===== src/rtl/mbus_rx_pkg.sv =====
package mbus_rx_pkg;
    localparam int WORD_W = 16;
    localparam int ERR_CODE = 1;
    localparam int ERR_PAR  = 0;

    typedef enum logic [1:0] {
        ST_HUNT  = 2'd0,
        ST_SYNC2 = 2'd1,
        ST_BITS  = 2'd2
    } rx_state_e;
endpackage


===== src/rtl/mbus_addr_match.sv =====
module mbus_addr_match #(
    parameter int N_ADDR = 4,
    parameter int AW     = 5
) (
    input  logic [AW-1:0]        field,
    input  logic [N_ADDR*AW-1:0] cfg,
    input  logic [N_ADDR-1:0]    en,
    output logic                 hit
);
    logic [N_ADDR-1:0] lane_hit;

    for (genvar i = 0; i < N_ADDR; i++) begin : g_lane
        assign lane_hit[i] = en[i] && (cfg[i*AW +: AW] == field);
    end

    assign hit = (|lane_hit) || (field == {AW{1'b1}});
endmodule


===== src/rtl/mbus_rx_core.sv =====
module mbus_rx_core
    import mbus_rx_pkg::*;
#(
    parameter int SPB = 16,
    parameter int TOL = 2
) (
    input  logic              clk,
    input  logic              rst_n,
    input  logic              rx_in,
    output logic              fin,
    output logic [WORD_W-1:0] fin_word,
    output logic              fin_cmd,
    output logic              fin_code_err,
    output logic              fin_par_err
);
    localparam int HALF   = 3 * SPB / 2;
    localparam int RUNMAX = HALF + TOL + 1;
    localparam int RUNW   = $clog2(RUNMAX + 1);
    localparam int CW     = $clog2(HALF);
    localparam int BW     = $clog2(WORD_W + 1);

    localparam logic [RUNW-1:0] RUN_LO  = RUNW'(HALF - TOL);
    localparam logic [RUNW-1:0] RUN_HI  = RUNW'(HALF + TOL);
    localparam logic [RUNW-1:0] RUN_SAT = RUNW'(RUNMAX);
    localparam logic [CW-1:0]   C_MID   = CW'(HALF / 2);
    localparam logic [CW-1:0]   C_END   = CW'(HALF - 1);
    localparam logic [CW-1:0]   P_EARLY = CW'(SPB / 4);
    localparam logic [CW-1:0]   P_LATE  = CW'(3 * SPB / 4);
    localparam logic [CW-1:0]   P_LAST  = CW'(SPB - 1);
    localparam logic [BW-1:0]   B_LAST  = BW'(WORD_W);

    typedef struct packed {
        rx_state_e         st;
        logic              prev;
        logic [RUNW-1:0]   run;
        logic [CW-1:0]     cnt;
        logic [BW-1:0]     bidx;
        logic              cmd;
        logic              a;
        logic              b;
        logic              code;
        logic [WORD_W-1:0] sh;
    } core_reg_t;

    core_reg_t r_q, r_d;
    logic      edge_seen;

    always_comb begin
        r_d          = r_q;
        fin          = 1'b0;
        edge_seen    = (rx_in != r_q.prev);
        r_d.prev     = rx_in;
        r_d.run      = edge_seen ? RUNW'(1)
                     : ((r_q.run == RUN_SAT) ? r_q.run : r_q.run + RUNW'(1));
        fin_word     = r_q.sh;
        fin_cmd      = r_q.cmd;
        fin_code_err = r_q.code | (r_q.a == r_q.b);
        fin_par_err  = ~(^{r_q.sh, r_q.a});

        unique case (r_q.st)
            ST_HUNT: begin
                if (edge_seen && r_q.run >= RUN_LO && r_q.run <= RUN_HI) begin
                    r_d.st  = ST_SYNC2;
                    r_d.cmd = r_q.prev;
                    r_d.cnt = CW'(1);
                end
            end
            ST_SYNC2: begin
                r_d.cnt = r_q.cnt + CW'(1);
                if (r_q.cnt == C_MID && rx_in == r_q.cmd) begin
                    r_d.st = ST_HUNT;
                end else if (r_q.cnt == C_END) begin
                    r_d.st   = ST_BITS;
                    r_d.cnt  = '0;
                    r_d.bidx = '0;
                    r_d.code = 1'b0;
                end
            end
            ST_BITS: begin
                r_d.cnt = r_q.cnt + CW'(1);
                if (r_q.cnt == P_EARLY) r_d.a = rx_in;
                if (r_q.cnt == P_LATE)  r_d.b = rx_in;
                if (r_q.cnt == P_LAST) begin
                    r_d.cnt  = '0;
                    r_d.bidx = r_q.bidx + BW'(1);
                    r_d.code = r_q.code | (r_q.a == r_q.b);
                    if (r_q.bidx == B_LAST) begin
                        r_d.st = ST_HUNT;
                        fin    = 1'b1;
                    end else begin
                        r_d.sh = {r_q.sh[WORD_W-2:0], r_q.a};
                    end
                end
            end
            default: r_d.st = ST_HUNT;
        endcase
    end

    always_ff @(posedge clk) begin
        if (!rst_n) r_q <= '0;
        else        r_q <= r_d;
    end

    // decoding only begins straight out of the second sync half
    a_r4_bits_after_sync: assert property (@(posedge clk) disable iff (!rst_n)
        (r_q.st == ST_BITS && $past(r_q.st) != ST_BITS) |-> $past(r_q.st) == ST_SYNC2);

    // the second half is only entered after an in-window first half
    a_r2_sync_window: assert property (@(posedge clk) disable iff (!rst_n)
        (r_q.st == ST_SYNC2 && $past(r_q.st) == ST_HUNT)
        |-> ($past(r_q.run) >= RUN_LO && $past(r_q.run) <= RUN_HI));
endmodule


===== src/rtl/mbus_word_rx.sv =====
module mbus_word_rx
    import mbus_rx_pkg::*;
#(
    parameter int SPB      = 16,
    parameter int SYNC_TOL = 2,
    parameter int N_ADDR   = 4,
    parameter int AW       = 5
) (
    input  logic                 clk,
    input  logic                 rst_n,
    input  logic                 rx_in,
    input  logic [N_ADDR*AW-1:0] term_addr,
    input  logic [N_ADDR-1:0]    term_en,
    output logic                 irq_word,
    output logic                 irq_err,
    output logic [WORD_W-1:0]    rx_word,
    output logic                 rx_cmd_sync,
    output logic [1:0]           err_status,
    output logic                 addr_hit
);
    typedef struct packed {
        logic              irq_w;
        logic              irq_e;
        logic [WORD_W-1:0] word;
        logic              cmd;
        logic [1:0]        st;
        logic              hit;
    } top_reg_t;

    top_reg_t          t_q, t_d;
    logic              fin, fin_cmd, fin_code_err, fin_par_err, match;
    logic [WORD_W-1:0] fin_word;
    logic [1:0]        err_now;

    mbus_rx_core #(.SPB(SPB), .TOL(SYNC_TOL)) u_core (
        .clk          (clk),
        .rst_n        (rst_n),
        .rx_in        (rx_in),
        .fin          (fin),
        .fin_word     (fin_word),
        .fin_cmd      (fin_cmd),
        .fin_code_err (fin_code_err),
        .fin_par_err  (fin_par_err)
    );

    mbus_addr_match #(.N_ADDR(N_ADDR), .AW(AW)) u_match (
        .field (fin_word[WORD_W-1 -: AW]),
        .cfg   (term_addr),
        .en    (term_en),
        .hit   (match)
    );

    always_comb begin
        t_d       = t_q;
        t_d.irq_w = 1'b0;
        t_d.irq_e = 1'b0;
        err_now            = '0;
        err_now[ERR_CODE]  = fin_code_err;
        err_now[ERR_PAR]   = fin_par_err;
        if (fin) begin
            t_d.word  = fin_word;
            t_d.cmd   = fin_cmd;
            t_d.st    = err_now;
            t_d.irq_w = (err_now == 2'b00);
            t_d.irq_e = (err_now != 2'b00);
            t_d.hit   = fin_cmd && (err_now == 2'b00) && match;
        end
    end

    always_ff @(posedge clk) begin
        if (!rst_n) t_q <= '0;
        else        t_q <= t_d;
    end

    assign irq_word    = t_q.irq_w;
    assign irq_err     = t_q.irq_e;
    assign rx_word     = t_q.word;
    assign rx_cmd_sync = t_q.cmd;
    assign err_status  = t_q.st;
    assign addr_hit    = t_q.hit;

    a_r12_irq_exclusive: assert property (@(posedge clk) disable iff (!rst_n)
        !(irq_word && irq_err));

    a_r7_word_pulse: assert property (@(posedge clk) disable iff (!rst_n)
        irq_word |=> !irq_word);

    a_r7_clean_status: assert property (@(posedge clk) disable iff (!rst_n)
        irq_word |-> err_status == 2'b00);

    a_r8_err_status: assert property (@(posedge clk) disable iff (!rst_n)
        irq_err |-> (err_status != 2'b00 && $past(!irq_err)));

    a_r11_hit_clean_cmd: assert property (@(posedge clk) disable iff (!rst_n)
        addr_hit |-> (rx_cmd_sync && err_status == 2'b00));

    a_r10_broadcast: assert property (@(posedge clk) disable iff (!rst_n)
        (irq_word && rx_cmd_sync && rx_word[WORD_W-1 -: AW] == {AW{1'b1}}) |-> addr_hit);
endmodule


===== config.mk =====
export PLATFORM = sky130hd
export DESIGN_NAME = mbus_word_rx
export DESIGN_NICKNAME = d
export VERILOG_FILES = /design/src/rtl/mbus_rx_pkg.sv /design/src/rtl/mbus_addr_match.sv /design/src/rtl/mbus_rx_core.sv /design/src/rtl/mbus_word_rx.sv
export SDC_FILE = /design/constraint.sdc
export NUM_CORES = 1
export LEC_CHECK = 0
export BUFFER_PORTS_ARGS = -buffer_cell sky130_fd_sc_hd__buf_2
export CORE_MARGIN = 5
export CORE_UTILIZATION = 45
export DETAILED_ROUTE_END_ITERATION = 8
export GPL_ROUTABILITY_DRIVEN = 0
export PLACE_DENSITY = 0.61
export SYNTH_ARGS = -nofsm -noshare
export SYNTH_HDL_FRONTEND = slang
export SYNTH_HIERARCHICAL = 1
export SYNTH_SLANG_ARGS = --single-unit

===== constraint.sdc =====
create_clock -name clk -period 2.74 [get_ports clk]
set_input_delay 0.548 -clock clk [delete_from_list [all_inputs] [get_ports clk]]
set_output_delay 0.548 -clock clk [all_outputs]
set_load 0.005 [all_outputs]

Word level (Yosys, flattened, before mapping)
Cells that the tools add are included.
{ "op_classes": {"n_eq_ne": 23, "bitwise": 4, "n_mux": 22, "reduce_logical": 26, "n_addsub": 3, "order_cmp": 2} }
{ "ops": {"columns": ["op", "n"], "rows": [
  ["two-way mux 10 bit", 3],
  ["equality test 5 bit", 4],
  ["equality test 5 bit, second input constant", 4],
  ["two-way mux 17 bit", 1],
  ["parity 17 bit", 1],
  ["two-way mux 16 bit", 1],
  ["adder 5 x 1 -> 5 bit, second input constant", 3],
  ["one-hot mux 5 bit (3 select lines)", 1],
  ["equality test 5 x 4 -> 1 bit, second input constant", 2],
  ["two-way mux 2 bit", 5],
  ["!= test 2 x 1 -> 1 bit, second input constant", 5],
  ["one-hot mux 5 bit (2 select lines)", 1],
  ["AND reduction 2 bit", 5],
  ["logical AND 1 bit", 9],
  ["AND reduction 4 bit", 2],
  ["two-way mux 1 bit", 7],
  ["one-hot mux 2 bit (3 select lines)", 1],
  ["equality test 5 x 3 -> 1 bit, second input constant", 1],
  ["greater-or-equal comparator 5 bit, second input constant", 1],
  ["less-or-equal comparator 5 bit, second input constant", 1],
  ["two-way mux 5 bit", 1],
  ["logical NOT 2 bit", 2],
  ["nonzero test 2 bit", 2],
  ["OR reduction 4 bit", 1],
  ["13 further kinds", 16]
]} }
{ "totals": {"inputBits": 27, "register_bits": 60, "wordCells": 97} }

Longest topological paths before layout
Gate-level depths: netlist (run 1).
{ "depth": {"word_depth": 5, "mapped_depth": 11} }

By module
Netlist (run 1), hierarchy kept.
{ "by_module_without_submodules": {"columns": ["module", "seq_area_each_um2", "instances", "area_per_inst_um2", "cells_per_inst"], "rows": [
  ["mbus_rx_core", 760.7, 1, 2137.0, 260],
  ["mbus_word_rx", 440.4, 1, 865.8, 72],
  ["mbus_addr_match", 0.0, 1, 304.0, 37]
]} }

Worst setup path before layout (run 1)
OpenSTA, ideal clock, no wires.
{ "synth_timing": {"path_kind": "reg-to-reg", "startpoint": "register u_core/r_q[25] (netlist name)", "endpoint": "register u_core/r_q[22] (netlist name)", "arrival_time_ns": 1.885, "synth_period_minus_slack_ns": 2.013, "path_buffers": 1, "slack_ns": 0.727, "required_ns": 2.612, "stages_incl_launch_ff": 11, "path_cell_list": "dfxtp_1 ha_1 nand3_1 inv_1 ha_1 clkbuf_1 nand2_1 a22oi_1 o21ai_0 a2bb2oi_1 nor2_1"} }
{ "synth_between": {"elab_chain_len": 4} }
{ "synth_rtl": {"columns": ["item", "line", "text"], "rows": [
  ["from (decl)", "mbus_rx_core.sv:45", "core_reg_t r_q, r_d;"],
  ["from (signal assigned)", "mbus_rx_core.sv:101", "else r_q <= r_d;"],
  ["equality test 5 x 4 -> 1 bit", "mbus_rx_core.sv:70", "if (r_q.cnt == C_MID && rx_in == r_q.cmd) begin"],
  ["logical AND 1 bit", "mbus_rx_core.sv:70", null],
  ["!= test 2 bit (no source line)", null, null],
  ["AND reduction 4 bit (no source line) *", null, null]
]} }
Mark *: on every way between the ends. The rest lies on a longest branch, timed or not.
A chain may end at the register's enable or synchronous reset.

Worst setup path in the final report (run 1)
{ "layout_timing": {"startpoint": "register u_core/r_q[26] (netlist name)", "endpoint": "register u_core/r_q[22] (netlist name)"} }
The elaborated chain is that of the path after synthesis.

==> results of run 1 <==
==> logic make-up (layout without fill, tap and decap cells) <==
| group | after synthesis | count (layout) |
|---|---|---|
| xor gates and xnor gates | 42 | 42 |
| AOI/OAI and AO/OA | 53 | 53 |
| muxes | 22 | 22 |
| DFF | 60 | 60 |
| adders and majority gates | 11 | 11 |
| and+or+nand+nor | 136 | 136 |
| buffers and inverters | 45 | 80 |
==> path summary, 6_finish.rpt <==
path	endpoint	slack, ns
worst max-delay path	u_core/r_q[22]$_SDFFE_PN0P_	0.52
worst min-delay path	u_core/r_q[16]$_SDFFE_PN0P_	0.47
worst max register to register	u_core/r_q[22]$_SDFFE_PN0P_	0.52
worst min register to register	u_core/r_q[16]$_SDFFE_PN0P_	0.47
==> layout by cell type (no fill, tap or decap), types with 5 or more instances in the layout <==
cell       n
o21ai_0   10
buf_4      5
a21oi_1   28
nand3_1   16
mux2i_1   20
nor2_1    18
buf_2     48
xor2_1    22
xnor2_1   18
nand2_1   46
nand2b_1   6
clkbuf_8   9
nor2b_1   22
dfxtp_1   60
ha_1      11
inv_1     11
==> sequential cells by signal, indices dropped and copies added, names as in the netlist <==
signal / cells
addr_hit: 1
err_status: 2
irq_err: 1
irq_word: 1
rx_cmd_sync: 1
rx_word: 16
u_core/fin_cmd: 1
u_core/fin_word: 16
u_core/r_q: 21
==> cell usage after synthesis, types with 11 or more instances <==
library cell	instances	area, um^2
nand3_1	16	80.1
nor2b_1	22	138
inv_1	11	41.3
mux2i_1	20	200
dfxtp_1	60	1200
ha_1	11	138
xnor2_1	18	158
nor2_1	19	71.3
nand2_1	46	173
xor2_1	22	193
a21oi_1	28	140
buf_4	16	120
==> where the power goes <==
part | internal, mW | switching [mW]
Sequential | 0.882 | 0.00911
Combinational | 0.0729 | 0.0995
Clock | 0.424 | 0.367
Total | 1.38 | 0.475
==> worst min-delay path: stages, from the launching register on <==
cell      delay [ns]
dfxtp_1         0.31
nand2b_1        0.06
a21oi_1         0.05
==> routing by layer <==
layer / part of all wire / global-route usage / vias to the layer above
met5: 0 / 0 / -
met4: 0.010 / 0.0462 / 0
met3: 0.051 / 0.0547 / 7
met2: 0.47 / 0.256 / 47
met1: 0.47 / 0.181 / 1123
li1: - / - / 1286
==> through the flow <==
step,setup WS (ns),power (mW),utilization
global route,0.264,1.95,0.505
global placement,0.614,1.08,0.477
floorplan,0.727,1.03,-
CTS,0.533,1.89,0.505
detailed placement,0.544,1.08,0.477
finish,0.523,1.85,0.505
==> layout make-up <==
type	instances	area [um^2]
timing repair buffer	53	278
inverter	11	41.3
fill	704	3570
clock inverter	7	75.1
sequential	60	1200
multi-input combinational	264	1800
tap	99	124
clock buffer	9	124
==> results.yml, run 1 <==
timing:
  max_slew_margin: 0.594
  finalSetupViolations: 0
  hold_viol_final: 0
  period_needed_ns: 2.22
  fin_hold_ws_ns: 0.467
  clock_skew_ns: 0.00606
  worstMarginPinSlew_ns: 0.607
  fin_setup_tns_ns: 0
  slew_viol_final: 0
  rsz0062_at_grt: "false"
  timing.final.crit_share: 0.809
  fmax_ghz: 0.451
global_routing:
  antenna_found_initial: 0
  grt_use_total: 0.152
  grt_max_degree: 33
  grt_pass1_vias: 2397
  grt.overflow.total: 0
  grt_pass1_wl_um: 10900
clock_network:
  cts_buffers: 9
  ctsResizeCount: 0
  cts_root_buf: "clkbuf_8"
  cts_tree: "done"
  clk_pin_slew_worst_paths_ns: 0.07
  insertion_delay_ns: 0.34
  clock-sinks: 60
  htreeDepth: 3
  cts_buffer_depth: 2
  ctsHoldBuffers: 0
  post-cts-setup-buffers: 0
critical_path:
  critPathLaunch: "u_core/r_q[26]$_SDFFE_PN0P_"
  rr_worst_depth: 9
  slowest_delay_ns: 0.44
  cp_num_cells: 9
  critical_path_class: "flip-flop to flip-flop"
  crit_required_ns: 2.96
  crit_family: "compound AO/OA/AOI/OAI gates"
  reg2reg_from: "u_core/r_q[26]$_SDFFE_PN0P_"
  cp_max_fo: 9
  crit_chain: "ha_1 -> nand3_1 -> inv_1 -> ha_1 -> nand2_1 -> a22oi_1 -> o21ai_0 -> a2bb2oi_1 -> nor2_1"
  crit_top_cell: "ha_1"
  crit_path_end_kind: "flip-flop"
  critPathLaunchType: "flip-flop"
  arrival_ns: 2.43
  crit_buf_inv: 1
  worst_path_max_delay_cell: "a22oi_1"
cells_and_area:
  num-nets-final: 437
  final_area_um2: 3640
  diodes: 0
  area_growth_pct: 10.2
  instances_no_fill: 503
  drive_gt1_frac: 0.200
synthesis:
  synth-main-ff-cell: "dfxtp_1"
  synthAdderAreaFrac: 0.0416
  synthXorXnorAreaFrac: 0.116
  synth_cells: 369
  synth_nets: 407
  ys_seq_area_frac: 0.363
  synth-seq-cells: 60
  synth_edf_count: 0
  avgSynthCellArea_um2: 8.96
  synthMuxAreaShare: 0.0708
  yosys.area_share.simple: 0.218
  synth.distinct_cells: 49
  synth_area_um2: 3310
  synth_compound_area_frac: 0.0972
  async_reset_ff_frac: 0
  yosys_warnings: 6
  synth_top_family_by_area: "simple AND/OR/NAND/NOR gates"
floorplanning:
  start_util: 0.458
  die_h_um: 95.7
  dieArea_um2: 9160
  design.core.area_um2: 7210
  rows: 31
  die_w_um: 95.7
  ios: 49
placed_design:
  hpwl_um: 4600
  dp_cells: 487
  port_buffers: 48
  placed_area_um2: 3440
route:
  drc: 0
  first_iter_violations: 95
  via_count: 2463
  via_per_inst: 4.90
  antenna_left: 0
  first_pass_iters: 4
  avgRoutedWirePerCell_um: 12.8
  routed_wl_um: 6460
worst_hold_path:
  hold_path_depth: 2
  min_path_type: "flip-flop to flip-flop"
  hp-start: "u_core/r_q[16]$_SDFFE_PN0P_"
job:
  maxCapViolCount: 0
power:
  p_per_area_nw_per_um2: 509
  p_leak_nw: 1.41
  peakVddDrop_mv: 0.329
status:
  status: "complete, no violations"
No activity file was read; power rests on OpenSTA's default activity.
==> inputs of run 2 (changes only) <==
- PLACE_DENSITY: 0.61 -> 0.64
- clock period: 2.74 -> 2 ns (I/O delays scaled with it)
==> results.yml, run 2 (synthesis results as in run 1) <==
critical_path:
  r2r_slack_ns: 0.13
  cp_max_fo: 4
  crit_required_ns: 2.27
  worstReg2RegEnd: "u_core/r_q[28]$_SDFFE_PN0P_"
  slowest_delay_ns: 0.40
  reg2reg_from: "u_core/r_q[25]$_SDFFE_PN0P_"
  rr_worst_depth: 9
  critical_path_class: "flip-flop to flip-flop"
  crit_chain: "ha_2 -> nand3_1 -> inv_1 -> ha_4 -> nor2b_2 -> a21oi_1 -> nand2b_1 -> or4_1 -> a21oi_1"
  critPathLaunchType: "flip-flop"
  worst_path_max_delay_cell: "or4_1"
  crit_top_cell: "a21oi_1"
  arrival_ns: 2.14
  crit_path_end_kind: "flip-flop"
status:
  status: "complete, no violations"
timing:
  finalSetupViolations: 0
  setup_ws_ns: 0.131
  period_needed_ns: 1.87
  hold_viol_final: 0
  worstMarginPinSlew_ns: 0.425
  clock_skew_ns: 0.00731
  fmax_ghz: 0.535
  fin_setup_tns_ns: 0
  slew_viol_final: 0
  max_slew_margin: 0.714
  timing.final.crit_share: 0.935
worst_hold_path:
  min_path_type: "input port to flip-flop"
  hp-start: "rx_in"
  holdPathEnd: "u_core/r_q[17]$_SDFFE_PN0P_"
  hold_path_depth: 3
placed_design:
  dp_slack_ns: 0.0349
  hpwl_um: 4700
  port_buffers: 48
job:
  maxCapViolCount: 0
floorplanning:
  die_w_um: 95.7
  dieArea_um2: 9160
  start_util: 0.458
  design.core.area_um2: 7210
  ios: 49
  die_h_um: 95.7
  rows: 31
global_routing:
  grt.overflow.total: 0
  grt_max_degree: 25
  grt_use_total: 0.153
  grt_pass1_vias: 2431
  antenna_found_initial: 0
  grt_pass1_wl_um: 10900
clock_network:
  cts_tree: "done"
  cts_buffer_depth: 2
  cts_buffers: 9
  clock-sinks: 60
  ctsHoldBuffers: 0
  cts_root_buf: "clkbuf_8"
  htreeDepth: 3
  clk_pin_slew_worst_paths_ns: 0.07
  insertion_delay_ns: 0.34
power:
  peakVddDrop_mv: 0.366
  p_leak_nw: 1.49
  p_per_area_nw_per_um2: 681
cells_and_area:
  drive_gt1_frac: 0.246
  num-nets-final: 448
  area_growth_pct: 15.4
  top_register: "u_core/r_q"
  diodes: 0
  layout_commonest_cell: "dfxtp_1"
  largest_register_ffs: 21
  finish.utilization: 0.529
  final_cell_mix: "dfxtp_1, buf_2, nand2_1, a21oi_1, xor2_1"
route:
  drc: 0
  antenna_left: 0
  routed_wl_um: 6690
  via_count: 2523
  first_iter_violations: 55
  first_pass_iters: 4
  via_per_inst: 4.91
  avgRoutedWirePerCell_um: 13.0
[run 2: worst max-delay path, delay by kind of cell, from the launching register on]
kind,cells,cell delay (ns)
fa+ha+maj,2,0.38
flops,1,0.34
buf+inv,1,0.08
compound gates,2,0.21
simple gates,4,0.80
[run 2: repair_timing]
item | 4_1_cts | 5_1_grt
gates resized for setup | 0 | 13
setup endpoints to repair | 0 | 29
setup buffers | 0 | 1
[run 2: how the worst max path moves through the flow]
stage	from	end	cells after the start
finish	u_core/r_q[25]$_SDFFE_PN0P_	u_core/r_q[28]$_SDFFE_PN0P_	9
global route	u_core/r_q[26]$_SDFFE_PN0P_	u_core/r_q[37]$_SDFFE_PN0P_	8
CTS	u_core/r_q[25]$_SDFFE_PN0P_	u_core/r_q[28]$_SDFFE_PN0P_	9
detailed placement	u_core/r_q[25]$_SDFFE_PN0P_	u_core/r_q[28]$_SDFFE_PN0P_	9
global placement	u_core/r_q[25]$_SDFFE_PN0P_	u_core/r_q[28]$_SDFFE_PN0P_	9
floorplan	u_core/r_q[25]$_SDFFE_PN0P_	u_core/r_q[22]$_SDFFE_PN0P_	10
[run 2: layout make-up]
type	count	area, um^2
tap	99	124
sequential	60	1200
clock inverter	6	70.1
timing repair buffer	64	390
clock buffer	10	138
inverter	11	41.3
fill	675	3400
multi-input combinational	264	1850
[run 2: layer usage]
layer	global-route usage	wire length [um]	part of all wire
met2	0.250	2980	0.45
met1	0.187	3180	0.48
met4	0.0581	75	0.011
met3	0.0477	450	0.067
met5	0	0	0
[run 2: stage by stage]
step / hold WS [ns] / std cells / area [um^2] / power [mW]
2_1_floorplan: 0.441 / 369 / 3310 / 1.40
4_1_cts: 0.369 / 512 / 3730 / 2.63
6_report: 0.387 / 514 / 3820 / 2.60
5_1_grt: 0.403 / 514 / 3820 / 2.72
3_3_place_gp: 0.459 / 496 / 3520 / 1.48
3_5_place_dp: 0.464 / 496 / 3520 / 1.48
[run 2: power by group]
part	internal (mW)	switching (mW)	leakage (nW)
sequential	1.21	0.0129	0.485
clock	0.620	0.511	0.107
combinational	0.112	0.135	0.899
==> inputs of run 3 (changes only) <==
==> constraint.sdc (replaced) <==
create_clock -name clk -period 2 [get_ports clk]
set_input_delay 0.2 -clock clk [delete_from_list [all_inputs] [get_ports clk]]
set_output_delay 0.2 -clock clk [all_outputs]
set_load 0.005 [all_outputs]
==> results.yml, run 3 (synthesis results as in run 1) <==
cells_and_area:
  largest_register_ffs: 21
  diodes: 0
  final_area_um2: 3760
  multi_input_area_um2: 1840
  area_growth_pct: 13.6
  num-nets-final: 445
  drive_gt1_frac: 0.233
  final_cell_mix: "dfxtp_1, buf_2, nand2_1, a21oi_1, xor2_1"
  ff_latch_area_um2: 1200
  top_register: "u_core/r_q"
  fill_cells: 725
  layout_commonest_cell: "dfxtp_1"
clock_network:
  post-cts-setup-buffers: 0
  insertion_delay_ns: 0.34
  cts_tree: "done"
  ctsHoldBuffers: 0
  clock-sinks: 60
  cts_buffer_depth: 2
  cts_root_buf: "clkbuf_8"
  clk_pin_slew_worst_paths_ns: 0.07
  ctsResizeCount: 0
  cts_buffers: 9
  htreeDepth: 3
route:
  via_per_inst: 4.99
  routed_wl_um: 6680
  via_count: 2549
  first_pass_iters: 4
  first_iter_violations: 81
  drc: 0
  antenna_left: 0
  avgRoutedWirePerCell_um: 13.1
global_routing:
  antenna_found_initial: 0
  grt_use_total: 0.155
  grt.overflow.total: 0
  grt_pass1_wl_um: 11000
  grt_max_degree: 33
  grt_pass1_vias: 2424
job:
  maxCapViolCount: 0
timing:
  fin_hold_ws_ns: 0.178
  max_slew_margin: 0.687
  finalSetupViolations: 0
  clock_skew_ns: 0.00730
  fmax_ghz: 0.537
  timing.final.crit_share: 0.931
  rsz0062_at_grt: "true"
  fin_setup_tns_ns: 0
  slew_viol_final: 0
  period_needed_ns: 1.86
  worstMarginPinSlew_ns: 0.469
  setup_ws_ns: 0.139
  hold_viol_final: 0
placed_design:
  hpwl_um: 4680
  dp_slack_ns: 0.0600
  port_buffers: 48
  placed_area_um2: 3520
critical_path:
  slowest_delay_ns: 0.53
  worst_path_max_delay_cell: "or4b_1"
  crit_required_ns: 2.28
  critical_path_class: "flip-flop to flip-flop"
  cp_max_fo: 6
  arrival_ns: 2.14
  crit_chain: "ha_1 -> o21ai_0 -> mux2i_4 -> a32oi_2 -> or4b_1 -> a21oi_1"
  crit_path_end_kind: "flip-flop"
  critPathLaunchType: "flip-flop"
power:
  p_leak_nw: 1.46
  peakVddDrop_mv: 0.352
  p_per_area_nw_per_um2: 682
  p_total_mw: 2.56
worst_hold_path:
  min_path_type: "input port to flip-flop"
floorplanning:
  die_w_um: 95.7
  design.core.area_um2: 7210
  ios: 49
  rows: 31
  start_util: 0.458
  dieArea_um2: 9160
  die_h_um: 95.7
status:
  status: "complete, no violations"
-- run 3: cell count changes in the layout (fill, tap and decap cells not counted) --
cell | previous run | this run
clkbuf_16 | 1 | 0
buf_4 | 14 | 12
nor2_4 | 1 | 0
dfxtp_2 | 3 | 2
nor2_2 | 0 | 1
inv_6 | 2 | 1
ha_2 | 2 | 0
clkbuf_8 | 10 | 9
clkinvlp_4 | 0 | 2
dfxtp_1 | 57 | 58
ha_1 | 8 | 10
-- run 3: worst max-delay path, delay by kind of cell (launching register included) --
kind,cells,cell delay (ns)
compound gates,3,0.45
fa+ha+maj,1,0.17
flops,1,0.41
mux,1,0.24
simple gates,1,0.53
-- run 3: final timing paths --
| kind | start | end | slack [ns] | cells after the start |
|---|---|---|---|---|
| worst max-delay path | u_core/r_q[31]$_SDFFE_PP0P_ | u_core/r_q[27]$_SDFFE_PN0P_ | 0.14 | 6 |
| worst min-delay path | rx_in | u_core/r_q[17]$_SDFFE_PN0P_ | 0.18 | 3 |
| worst min register to register | u_core/r_q[16]$_SDFFE_PN0P_ | u_core/r_q[16]$_SDFFE_PN0P_ | 0.47 | 2 |
| worst max register to register | u_core/r_q[31]$_SDFFE_PP0P_ | u_core/r_q[27]$_SDFFE_PN0P_ | 0.14 | 6 |
-- run 3: cell type report --
cell class	instances	share of cell area
Multi-Input combinational cell	264	0.489
Sequential cell	60	0.320
Timing Repair Buffer	61	0.0932
Clock buffer	9	0.0330
Tap cell	99	0.0330
Clock inverter	7	0.0203
Inverter	11	0.0110
-- run 3: routing by layer --
layer	vias to the layer above	share of wire	global-route usage
met2	65	0.45	0.251
met5	-	0	0
met3	8	0.069	0.0477
met1	1169	0.47	0.189
li1	1307	-	-
met4	0	0.016	0.0711
-- run 3: where the power goes --
| group | total (mW) | internal [mW] | switching (mW) |
|---|---|---|---|
| clock network | 1.10 | 0.580 | 0.518 |
| logic | 0.242 | 0.105 | 0.136 |
| registers | 1.22 | 1.21 | 0.0127 |
-- run 3: through the flow --
| stage | utilization | cells |
|---|---|---|
| after floorplan | - | 369 |
| after global placement | 0.488 | 495 |
| after detailed placement | 0.488 | 495 |
| after CTS | 0.515 | 511 |
| after global routing | 0.521 | 511 |
| final | 0.521 | 511 |
